File: src/rtl/opnd_fetch_pkg.sv
package opnd_fetch_pkg;

   typedef enum logic [3:0] {
      AM_REG  = 4'd0,
      AM_IMM  = 4'd1,
      AM_DISP = 4'd2,
      AM_IND  = 4'd3,
      AM_IDX  = 4'd4,
      AM_ABS  = 4'd5,
      AM_DEF  = 4'd6,
      AM_AINC = 4'd7,
      AM_ADEC = 4'd8,
      AM_SCL  = 4'd9
   } amode_e;

   typedef struct packed {
      logic use_mem;
      logic two_step;
      logic upd_base;
      logic bad_mode;
   } mode_ctl_t;

   typedef enum logic [2:0] {
      ST_IDLE = 3'd0,
      ST_RD1  = 3'd1,
      ST_RD2  = 3'd2,
      ST_DONE = 3'd3,
      ST_FLT  = 3'd4,
      ST_ERR  = 3'd5
   } fsm_e;

endpackage

File: src/rtl/opnd_agen.sv
module opnd_agen
   import opnd_fetch_pkg::*;
#(
   parameter int DATA_W      = 32,
   parameter int SCALE_W     = 3,
   parameter int MAX_SCL_LOG = 4
) (
   input  logic [3:0]          mode,
   input  logic [DATA_W-1:0]   base_val,
   input  logic [DATA_W-1:0]   index_val,
   input  logic [DATA_W-1:0]   konst,
   input  logic [SCALE_W-1:0]  scale_sel,
   output mode_ctl_t           ctl,
   output logic [DATA_W-1:0]   addr,
   output logic [DATA_W-1:0]   direct,
   output logic [DATA_W-1:0]   wb_val
);
   localparam int WORD_BYTES = DATA_W / 8;
   localparam logic [DATA_W-1:0] STEP = DATA_W'(WORD_BYTES);

   initial begin
      assert (MAX_SCL_LOG < (1 << SCALE_W))
         else $error("scale selector too narrow for MAX_SCL_LOG");
   end

   logic [DATA_W-1:0] scaled_idx;
   logic              scale_ok;

   assign scaled_idx = index_val << scale_sel;
   assign scale_ok   = (int'(scale_sel) <= MAX_SCL_LOG);

   always_comb begin
      ctl    = '0;
      addr   = '0;
      direct = '0;
      wb_val = base_val;
      case (mode)
         AM_REG:  direct = base_val;
         AM_IMM:  direct = konst;
         AM_DISP: begin ctl.use_mem = 1'b1; addr = konst + base_val; end
         AM_IND:  begin ctl.use_mem = 1'b1; addr = base_val; end
         AM_IDX:  begin ctl.use_mem = 1'b1; addr = base_val + index_val; end
         AM_ABS:  begin ctl.use_mem = 1'b1; addr = konst; end
         AM_DEF: begin
            ctl.use_mem  = 1'b1;
            ctl.two_step = 1'b1;
            addr         = base_val;
         end
         AM_AINC: begin
            ctl.use_mem  = 1'b1;
            ctl.upd_base = 1'b1;
            addr         = base_val;
            wb_val       = base_val + STEP;
         end
         AM_ADEC: begin
            ctl.use_mem  = 1'b1;
            ctl.upd_base = 1'b1;
            addr         = base_val - STEP;
            wb_val       = base_val - STEP;
         end
         AM_SCL: begin
            if (scale_ok) begin
               ctl.use_mem = 1'b1;
               addr        = konst + base_val + scaled_idx;
            end else begin
               ctl.bad_mode = 1'b1;
            end
         end
         default: ctl.bad_mode = 1'b1;
      endcase
   end

endmodule

File: src/rtl/opnd_align.sv
module opnd_align #(
   parameter int DATA_W = 32,
   parameter bit CHECK  = 1'b1
) (
   input  logic [DATA_W-1:0] addr,
   output logic              misal
);
   localparam int WORD_BYTES = DATA_W / 8;
   localparam int LOW_W      = $clog2(WORD_BYTES);

   initial begin
      assert (WORD_BYTES >= 2 && (WORD_BYTES & (WORD_BYTES - 1)) == 0)
         else $error("word size must be a power of two of at least 2 bytes");
   end

   generate
      if (CHECK) begin : g_check
         assign misal = |addr[LOW_W-1:0];
      end else begin : g_nocheck
         logic unused_addr;
         assign unused_addr = ^addr;
         assign misal       = 1'b0;
      end
   endgenerate

endmodule

File: src/rtl/opnd_ctrl.sv
module opnd_ctrl
   import opnd_fetch_pkg::*;
#(
   parameter int DATA_W    = 32,
   parameter int REG_IDX_W = 4
) (
   input  logic                 clk,
   input  logic                 rst_n,
   input  logic                 req_valid,
   output logic                 req_ready,
   input  mode_ctl_t            ctl,
   input  logic [DATA_W-1:0]    addr,
   input  logic [DATA_W-1:0]    direct,
   input  logic [DATA_W-1:0]    wb_val,
   input  logic                 misal_first,
   input  logic                 misal_ptr,
   input  logic [DATA_W-1:0]    rd_val,
   input  logic [REG_IDX_W-1:0] rd_idx,
   input  logic [REG_IDX_W-1:0] base_idx,
   output logic                 mem_valid,
   input  logic                 mem_ready,
   output logic [DATA_W-1:0]    mem_addr,
   input  logic [DATA_W-1:0]    mem_rdata,
   output logic                 done,
   output logic [DATA_W-1:0]    operand,
   output logic                 rd_we,
   output logic [REG_IDX_W-1:0] rd_wr_idx,
   output logic [DATA_W-1:0]    rd_wr_data,
   output logic                 base_we,
   output logic [REG_IDX_W-1:0] base_wr_idx,
   output logic [DATA_W-1:0]    base_wr_data,
   output logic                 fault,
   output logic                 mode_err
);
   fsm_e                 state_q;
   logic [DATA_W-1:0]    addr_q;
   logic [DATA_W-1:0]    opnd_q;
   logic [DATA_W-1:0]    rdv_q;
   logic [DATA_W-1:0]    wbv_q;
   logic [REG_IDX_W-1:0] rdi_q;
   logic [REG_IDX_W-1:0] bsi_q;
   logic                 two_q;
   logic                 upd_q;

   always_ff @(posedge clk or negedge rst_n) begin
      if (!rst_n) begin
         state_q <= ST_IDLE;
         addr_q  <= '0;
         opnd_q  <= '0;
         rdv_q   <= '0;
         wbv_q   <= '0;
         rdi_q   <= '0;
         bsi_q   <= '0;
         two_q   <= 1'b0;
         upd_q   <= 1'b0;
      end else begin
         case (state_q)
            ST_IDLE: begin
               if (req_valid) begin
                  rdv_q <= rd_val;
                  wbv_q <= wb_val;
                  rdi_q <= rd_idx;
                  bsi_q <= base_idx;
                  two_q <= ctl.two_step;
                  upd_q <= ctl.upd_base;
                  if (ctl.bad_mode) begin
                     state_q <= ST_ERR;
                  end else if (ctl.use_mem) begin
                     if (misal_first) begin
                        state_q <= ST_FLT;
                     end else begin
                        addr_q  <= addr;
                        state_q <= ST_RD1;
                     end
                  end else begin
                     opnd_q  <= direct;
                     state_q <= ST_DONE;
                  end
               end
            end
            ST_RD1: begin
               if (mem_ready) begin
                  if (two_q) begin
                     if (misal_ptr) begin
                        state_q <= ST_FLT;
                     end else begin
                        addr_q  <= mem_rdata;
                        state_q <= ST_RD2;
                     end
                  end else begin
                     opnd_q  <= mem_rdata;
                     state_q <= ST_DONE;
                  end
               end
            end
            ST_RD2: begin
               if (mem_ready) begin
                  opnd_q  <= mem_rdata;
                  state_q <= ST_DONE;
               end
            end
            default: state_q <= ST_IDLE;
         endcase
      end
   end

   assign req_ready    = (state_q == ST_IDLE);
   assign mem_valid    = (state_q == ST_RD1) || (state_q == ST_RD2);
   assign mem_addr     = addr_q;
   assign done         = (state_q == ST_DONE);
   assign fault        = (state_q == ST_FLT);
   assign mode_err     = (state_q == ST_ERR);
   assign operand      = opnd_q;
   assign rd_we        = done;
   assign rd_wr_idx    = rdi_q;
   assign rd_wr_data   = rdv_q + opnd_q;
   assign base_we      = done && upd_q;
   assign base_wr_idx  = bsi_q;
   assign base_wr_data = wbv_q;

   AST_DONE_PULSE: assert property (@(posedge clk) disable iff (!rst_n)
      done |=> !done);
   AST_MEM_HOLD: assert property (@(posedge clk) disable iff (!rst_n)
      (mem_valid && !mem_ready) |=> (mem_valid && $stable(mem_addr)));
   AST_ACCEPT_LEAVES_IDLE: assert property (@(posedge clk) disable iff (!rst_n)
      (req_valid && req_ready) |=> !req_ready);
   AST_ONE_OUTCOME: assert property (@(posedge clk) disable iff (!rst_n)
      $onehot0({done, fault, mode_err}));
   AST_ERR_RETURNS_IDLE: assert property (@(posedge clk) disable iff (!rst_n)
      mode_err |=> (req_ready && !mem_valid));

endmodule

File: src/rtl/opnd_fetch.sv
module opnd_fetch
   import opnd_fetch_pkg::*;
#(
   parameter int DATA_W      = 32,
   parameter int REG_IDX_W   = 4,
   parameter int MAX_SCL_LOG = 4,
   parameter bit ALIGN_CHECK = 1'b1
) (
   input  logic                 clk,
   input  logic                 rst_n,
   input  logic                 req_valid,
   output logic                 req_ready,
   input  logic [3:0]           req_mode,
   input  logic [REG_IDX_W-1:0] req_rd,
   input  logic [REG_IDX_W-1:0] req_base,
   input  logic [REG_IDX_W-1:0] req_index,
   input  logic [DATA_W-1:0]    req_konst,
   input  logic [2:0]           req_scale,
   output logic [REG_IDX_W-1:0] rf_rd_addr,
   output logic [REG_IDX_W-1:0] rf_base_addr,
   output logic [REG_IDX_W-1:0] rf_index_addr,
   input  logic [DATA_W-1:0]    rf_rd_data,
   input  logic [DATA_W-1:0]    rf_base_data,
   input  logic [DATA_W-1:0]    rf_index_data,
   output logic                 mem_valid,
   input  logic                 mem_ready,
   output logic [DATA_W-1:0]    mem_addr,
   input  logic [DATA_W-1:0]    mem_rdata,
   output logic                 done,
   output logic [DATA_W-1:0]    operand,
   output logic                 rd_we,
   output logic [REG_IDX_W-1:0] rd_wr_idx,
   output logic [DATA_W-1:0]    rd_wr_data,
   output logic                 base_we,
   output logic [REG_IDX_W-1:0] base_wr_idx,
   output logic [DATA_W-1:0]    base_wr_data,
   output logic                 fault,
   output logic                 mode_err
);
   localparam int WORD_BYTES = DATA_W / 8;
   localparam int LOW_W      = $clog2(WORD_BYTES);

   mode_ctl_t         ctl;
   logic [DATA_W-1:0] ea;
   logic [DATA_W-1:0] direct;
   logic [DATA_W-1:0] wb_val;
   logic              misal_first;
   logic              misal_ptr;

   assign rf_rd_addr    = req_rd;
   assign rf_base_addr  = req_base;
   assign rf_index_addr = req_index;

   opnd_agen #(
      .DATA_W      (DATA_W),
      .SCALE_W     (3),
      .MAX_SCL_LOG (MAX_SCL_LOG)
   ) u_agen (
      .mode      (req_mode),
      .base_val  (rf_base_data),
      .index_val (rf_index_data),
      .konst     (req_konst),
      .scale_sel (req_scale),
      .ctl       (ctl),
      .addr      (ea),
      .direct    (direct),
      .wb_val    (wb_val)
   );

   opnd_align #(.DATA_W(DATA_W), .CHECK(ALIGN_CHECK)) u_align_ea (
      .addr  (ea),
      .misal (misal_first)
   );

   opnd_align #(.DATA_W(DATA_W), .CHECK(ALIGN_CHECK)) u_align_ptr (
      .addr  (mem_rdata),
      .misal (misal_ptr)
   );

   opnd_ctrl #(.DATA_W(DATA_W), .REG_IDX_W(REG_IDX_W)) u_ctrl (
      .clk          (clk),
      .rst_n        (rst_n),
      .req_valid    (req_valid),
      .req_ready    (req_ready),
      .ctl          (ctl),
      .addr         (ea),
      .direct       (direct),
      .wb_val       (wb_val),
      .misal_first  (misal_first),
      .misal_ptr    (misal_ptr),
      .rd_val       (rf_rd_data),
      .rd_idx       (req_rd),
      .base_idx     (req_base),
      .mem_valid    (mem_valid),
      .mem_ready    (mem_ready),
      .mem_addr     (mem_addr),
      .mem_rdata    (mem_rdata),
      .done         (done),
      .operand      (operand),
      .rd_we        (rd_we),
      .rd_wr_idx    (rd_wr_idx),
      .rd_wr_data   (rd_wr_data),
      .base_we      (base_we),
      .base_wr_idx  (base_wr_idx),
      .base_wr_data (base_wr_data),
      .fault        (fault),
      .mode_err     (mode_err)
   );

   generate
      if (ALIGN_CHECK) begin : g_align_sva
         AST_MEM_ALIGNED: assert property (@(posedge clk) disable iff (!rst_n)
            mem_valid |-> (mem_addr[LOW_W-1:0] == '0));
         AST_FAULT_NO_READ: assert property (@(posedge clk) disable iff (!rst_n)
            fault |=> !mem_valid);
      end
   endgenerate

endmodule

File: config.mk
export PLATFORM = sky130hd
export DESIGN_NAME = opnd_fetch
export DESIGN_NICKNAME = d
export VERILOG_FILES = /design/src/rtl/opnd_fetch_pkg.sv /design/src/rtl/opnd_agen.sv /design/src/rtl/opnd_align.sv /design/src/rtl/opnd_ctrl.sv /design/src/rtl/opnd_fetch.sv
export SDC_FILE = /design/constraint.sdc
export NUM_CORES = 1
export LEC_CHECK = 0
export CORE_AREA = 10 10 215 217
export CTS_CLUSTER_DIAMETER = 30
export DETAILED_ROUTE_END_ITERATION = 12
export DIE_AREA = 0 0 225 227
export DONT_BUFFER_PORTS = 1
export PLACE_DENSITY = 0.52
export SYNTH_ARGS = -nofsm -noshare
export SYNTH_HDL_FRONTEND = slang
export SYNTH_SLANG_ARGS = --single-unit
export TNS_END_PERCENT = 30
File: constraint.sdc
create_clock -name clk -period 3.6 [get_ports clk]
set_input_delay 0.18 -clock clk [delete_from_list [all_inputs] [get_ports clk]]
set_output_delay 0.18 -clock clk [all_outputs]
set_load 0.05 [all_outputs]
After elaboration in Yosys (flattened, before gate mapping)
Index checks and enable logic that the tools add are counted.
- logic and storage cells: 91
- memories kept: 0
- memory bits (writable): 0
- output and inout port bits: 155
- bits of input ports: 183
- flip-flop bits (word level): 141
- bits in read-only memories: 0
- bits in latches: 0
- $lt $le $gt $ge: 1
- eq/ne operators: 24
- reductions and logical operators: 16
- multiplexer cells: 34
- bitwise gates (word level): 0
- shift-type cells: 1
- divide/modulo/power cells: 0
- add/subtract/negate cells: 6
- $mul: 0
- operators by type and width (kind ; number):
    $mux W32 ; 14
    $pmux W32 S2 ; 3
    $pmux W32 S6 ; 1
    $add A32 B32 Y32 ; 4
    $pmux W32 S3 ; 1
    $add A32 B3 Y32 const B ; 1
    $shl A32 B3 Y32 ; 1
    $sub A32 B3 Y32 const B ; 1
    $mux W3 ; 8
    $eq A4 B3 Y1 const B ; 4
    $ne A2 B2 Y1 const B ; 8
    $pmux W3 S3 ; 1
    $reduce_or A9 Y1 ; 1
    $eq A4 B2 Y1 const B ; 2
    $eq A4 B4 Y1 const B ; 2
    $reduce_and A8 Y1 ; 1
    $reduce_and A7 Y1 ; 1
    $reduce_or A7 Y1 ; 1
    $eq A3 B2 Y1 const B ; 2
    $eq A3 B3 Y1 const B ; 2
    $reduce_or A2 Y1 ; 3
    $eq A4 B1 Y1 const B ; 1
    $logic_not A4 Y1 ; 1
    $mux W1 ; 4
    12 further kinds ; 14

Depth between registers and ports, before layout
- word-level depth: 10
- depth in mapped cells: 22
- mapped depth without buffers: 22

Cells and area by module
Synthesis repeated with hierarchy kept, for this count alone.
- cells, all modules: 1940
- area total of the unflattened synthesis: 16200.5 um^2
- modules (own cells, without submodules) (module ; area each (um^2) ; cells an instance ; times used):
    opnd_agen ; 8450.6 ; 1206 ; 1
    opnd_ctrl ; 7647.3 ; 720 ; 1
    opnd_fetch ; 90.1 ; 12 ; 1
    opnd_align ; 6.3 ; 1 ; 2

Worst setup path after synthesis
Ideal clock, no wire load.
- path kind: input -> register
- start point: input req_konst[6]
- end point: register u_ctrl.addr_q[29], in the netlist u_ctrl.mem_addr[29]
- arrival time: 4.275 ns
- required time: 3.474 ns
- buffers on the path: 0
- cell stages on the path: 19
- setup slack: -0.802 ns
- path through: ha_1 > o21ai_0 > nor3_1 > a211oi_2 > o21bai_1 > a2111oi_0 > o21ai_0 > o21a_1 > a211o_1 > xnor2_1 > ha_1 > a21o_1 > a21o_1 > a21o_1 > a221oi_1 > xnor2_1 > a221oi_2 > o21ai_1 > a221o_1
- longest elaborated chain between the ends: 9
- ends and longest elaborated chain (what ; line ; source):
    from (decl) ; opnd_fetch.sv:17 ; input logic [DATA_W-1:0] req_konst,
    $add A32 B32 Y32 (*) ; opnd_agen.sv:40, opnd_agen.sv:64 ;
    $add A32 B32 Y32 ; opnd_agen.sv:64 ; addr = konst + base_val + scaled_idx;
    $mux W32 ; opnd_agen.sv:62 ; if (scale_ok) begin
    $pmux W32 S6 (*) ; opnd_agen.sv:37 ; case (mode)
    $mux W32 (*) ; opnd_ctrl.sv:69 ; if (misal_first) begin
    $mux W32 (*) ; opnd_ctrl.sv:68 ; end else if (ctl.use_mem) begin
    $mux W32 (*) ; opnd_ctrl.sv:66 ; if (ctl.bad_mode) begin
    $mux W32 (*) ; opnd_ctrl.sv:59 ; if (req_valid) begin
    $pmux W32 S2 (*) ; opnd_ctrl.sv:57 ; case (state_q)
    to (signal assigned) ; opnd_ctrl.sv:72 ; addr_q <= addr;
    to (signal assigned) ; opnd_ctrl.sv:87 ; addr_q <= mem_rdata;
    to (decl) ; opnd_ctrl.sv:36 ; logic [DATA_W-1:0] addr_q;
Mark *: on every way between the ends. The rest lies on a longest branch, timed or not. The select of a mux whose other input is x is not followed.
A chain may end at the register's enable or synchronous reset.

Worst setup path after layout
- start point: input req_konst[9]
- end point: register u_ctrl.addr_q[29], in the netlist u_ctrl.mem_addr[29]
Same word-level chain as after synthesis.

==> key figures <==
Run status
  • Status: finished, violations left
  • Violated checks: setup timing

Floorplanning
  • DIE HEIGHT: 227 µm
  • CORE AREA: 0.0418 mm²
  • Die width: 225 µm
  • Num ports: 338
  • Die ar.: 0.0511 mm²
  • # rows: 75
  • Initial Util: 0.386

Synth
  • Post-Syn Area: 0.0161 mm²
  • Syn nets: 2477
  • Average instance area after synthesis: 7.44 µm²
  • Yosys warnings: 0
  • Seq/Total Area, Yosys: 0.219
  • Synth Flop Type: dfrtp_1
  • Post-synthesis cell type count: 80
  • Mapped Cells: 2164
  • Post-synth EDFFs: 0
  • Ys async rst share: 1.00
  • Synthesized flop and latch total: 141

Clock network
  • Max Root-Sink Buffers: 2
  • CTS sink cnt: 141
  • Clock Tree Root: clkbuf_16
  • Clock tree from TritonCTS: built
  • Num CTS Buffers: 17
  • Htree depth: 4
  • Clock slew at reported path FFs: 0.07 ns
  • Skew-Pair Late Insertion Delay: 0.45 ns

Worst setup path
  • Slowest CP cell: ha_1
  • CP Max Fanout: 4
  • Req. time, crit path: 3.93 ns
  • Max stage delay on crit path: 0.33 ns
  • Worst Setup End Kind: flop
  • Crit start category: input pin
  • Worst-path cell chain: ha_1 > a21oi_2 > buf_4 > nor2_1 > a221oi_2 > and3_1 > a21bo_2 > nand2_2 > o41ai_2 > xnor2_1 > ha_1 > a21oi_2 > o21ai_1 > a21o_1 > a21o_1 > a21o_1 > a221oi_2 > xnor2_1 > a221oi_2 > o21ai_1 > a221o_1
  • Crit Path Class: in -> reg
  • Worst Path Arrival: 4.19 ns

Timing
  • Worst-margin pin slew: 1.09 ns
  • Final hold violation count: 0
  • Max Slew Vio Count: 0
  • Max Fclk: 259 MHz
  • Max-slew headroom: 0.274
  • Setup ws final: -0.265 ns
  • RSZ-0062 raised after global routing: true
  • Setup_tns: -1.42 ns
  • Setup violators final: 14
  • Final min period: 3.87 ns
  • Final Cycle Share: 1.07
  • Final Skew: 0.00957 ns

Final layout
  • Final nets: 2759
  • Share of layout cells above drive strength 1: 0.194
  • Layout area overhead: 28.7%
  • Layout Utilization: 0.496
  • Non-Filler Instances: 3000

Place
  • Cells after DPL: 2849
  • # port buffers: 0
  • Detail Placement HPWL: 58300 µm
  • Final Wtd Congestion: 0.946

Route
  • Drt drc: 0
  • Total iterations of the first detailed-routing run: 8
  • Antenna violation net count after detailed routing: 0
  • Mean number of vias per cell: 5.99
  • Initial drt markers: 1440
  • Final WL: 74400 µm
  • Average wire per standard cell: 24.8 µm
  • Vias post-DR: 17975

Global route
  • GR Overflow Total: 0
  • GR Util All Layers: 0.283
  • Largest net degree at the start of global routing: 142
  • Number of global-route vias before repair: 17481
  • First-pass GRT wire length: 111000 µm
  • Initial antenna violation count: 2

Pwr
  • Leakage power: 9.18 nW
  • P per Cell Area: 774 mW/mm²
  • Worst IR Drop VDD: 0.000584 V

Run
  • Number of max-cap violations: 0

Hold path
  • Hold WC Path Type: in -> reg
[state kept, by name, summed over array words and instances, names as in the netlist]
signal	cells
u_ctrl.base_wr_data	32
u_ctrl.mem_addr	32
u_ctrl.operand	32
u_ctrl.rdv_q	32
u_ctrl.base_wr_idx	4
u_ctrl.rd_wr_idx	4
u_ctrl.state_q	3
u_ctrl.two_q	1
u_ctrl.upd_q	1
[area by class of cell]
class / count / area, µm²
diodes: 3 / 7.51
clock inverters: 10 / 138
clock buffers: 21 / 470
inverters: 49 / 184
repair buffers: 404 / 3350
multi-input cells: 1833 / 12400
flip-flops and latches: 141 / 3530
fillers: 4069 / 21000
well taps: 539 / 674
[per-layer routing]
| metal | vias to the layer above | routed length (µm) | part of all wire | GRT usage |
|---|---|---|---|---|
| met5 | - | 0 | 0 | 0 |
| met4 | 0 | 2210 | 0.030 | 0.0917 |
| met3 | 98 | 7320 | 0.098 | 0.0788 |
| met2 | 806 | 31800 | 0.43 | 0.429 |
| met1 | 8564 | 33100 | 0.44 | 0.381 |
| li1 | 8507 | - | - | - |
[worst max-delay path: cells and delay by family]
| kind | cells | cell delay, ns |
|---|---|---|
| AO/OA/AOI/OAI | 13 | 2.58 |
| XOR/XNOR | 2 | 0.30 |
| adder cells (fa/ha/maj) | 2 | 0.64 |
| buffers and inverters | 1 | 0.13 |
| AND/OR/NAND/NOR | 3 | 0.35 |
[repair_timing]
item | 4_1_cts | 5_1_grt
hold endpoints to repair | 260 | 0
pin swaps | 41 | 40
buffers inserted | 10 | 5
hold buffers | 103 | 0
resized for setup | 50 | 34
setup endpoints to repair | 23 | 26
[power breakdown]
part           internal [W]  switching [W]  leakage, nW
sequential          0.00224        0.00217         1.79
clock               0.00114       0.000746        0.295
combinational       0.00362        0.00612         7.09
total               0.00701        0.00904         9.18
[logic make-up after synthesis]
family          after synthesis  synth area share
compound gates              752             0.296
xor+xnor                    133            0.0732
fa+ha+maj                   130             0.103
buf+inv                     190            0.0486
flops                       141             0.219
mux                          54            0.0462
simple gates                764             0.214
[final timing paths]
check | from | endpoint | slack, ns | cells after the start
setup reg to reg | u_ctrl.state_q[2] | u_ctrl.two_q | 0.80 | 5
max in group asynchronous | rst_n | u_ctrl.rdv_q[17] | 2.38 | 2
hold reg to reg | u_ctrl.rdv_q[23] | u_ctrl.rdv_q[23] | 0.48 | 2
hold / removal | rf_base_data[13] | u_ctrl.base_wr_data[14] | 0.05 | 3
setup / recovery | req_konst[9] | u_ctrl.mem_addr[29] | -0.27 | 21
min in group asynchronous | rst_n | u_ctrl.mem_addr[19] | 0.28 | 2
[cells in the final DEF (no fill, tap or decap), types with 22 or more instances in the layout]
cell / instances
nand2_1: 350
dlygate4sd3_1: 102
mux2_2: 22
a22oi_1: 44
nor2_1: 169
inv_1: 49
o211ai_1: 27
ha_1: 116
dfrtp_1: 141
buf_4: 296
o21ai_0: 188
a21oi_1: 179
xnor2_1: 81
a21o_1: 63
nand3_1: 42
nor3_1: 41
xor2_1: 48
[stage by stage]
| step | setup slack [ns] | power [W] | hold slack, ns | cell area, µm² |
|---|---|---|---|---|
| CTS | -0.273 | 0.0159 | 0.0172 | 20500 |
| global placement | -0.864 | 0.0135 | -0.107 | 18600 |
| floorplan | -0.522 | 0.0104 | -0.116 | 16300 |
| finish | -0.265 | 0.0160 | 0.0542 | 20700 |
| global route | -0.497 | 0.0170 | 0.0459 | 20700 |
| detailed placement | -0.932 | 0.0136 | -0.107 | 18600 |
[synthesized netlist by cell type (13+ instances only)]
cell type	number	area, µm²
o21a_1	21	158
o211ai_1	27	203
or3_1	14	87.6
mux4_2	14	315
nand4_1	19	119
mux2i_1	18	180
xor2_1	49	429
dfrtp_1	141	3530
a21oi_1	196	981
buf_4	13	97.6
o21bai_1	19	143
nand2b_1	21	131
mux2_2	22	248
nor3_1	46	230
nand3_1	44	220
inv_1	49	184
a221oi_1	24	210
clkbuf_1	113	424
a31oi_1	21	131
xnor2_1	83	727
ha_1	126	1580
nand2_1	354	1330
and3_1	19	119
a211oi_1	24	180
nor2_1	171	642
nor4_1	13	81.3
a22oi_1	46	345
o21ai_0	203	1020
a21o_1	64	480
and2_1	19	119
No activity file was read; power rests on OpenSTA's default activity.
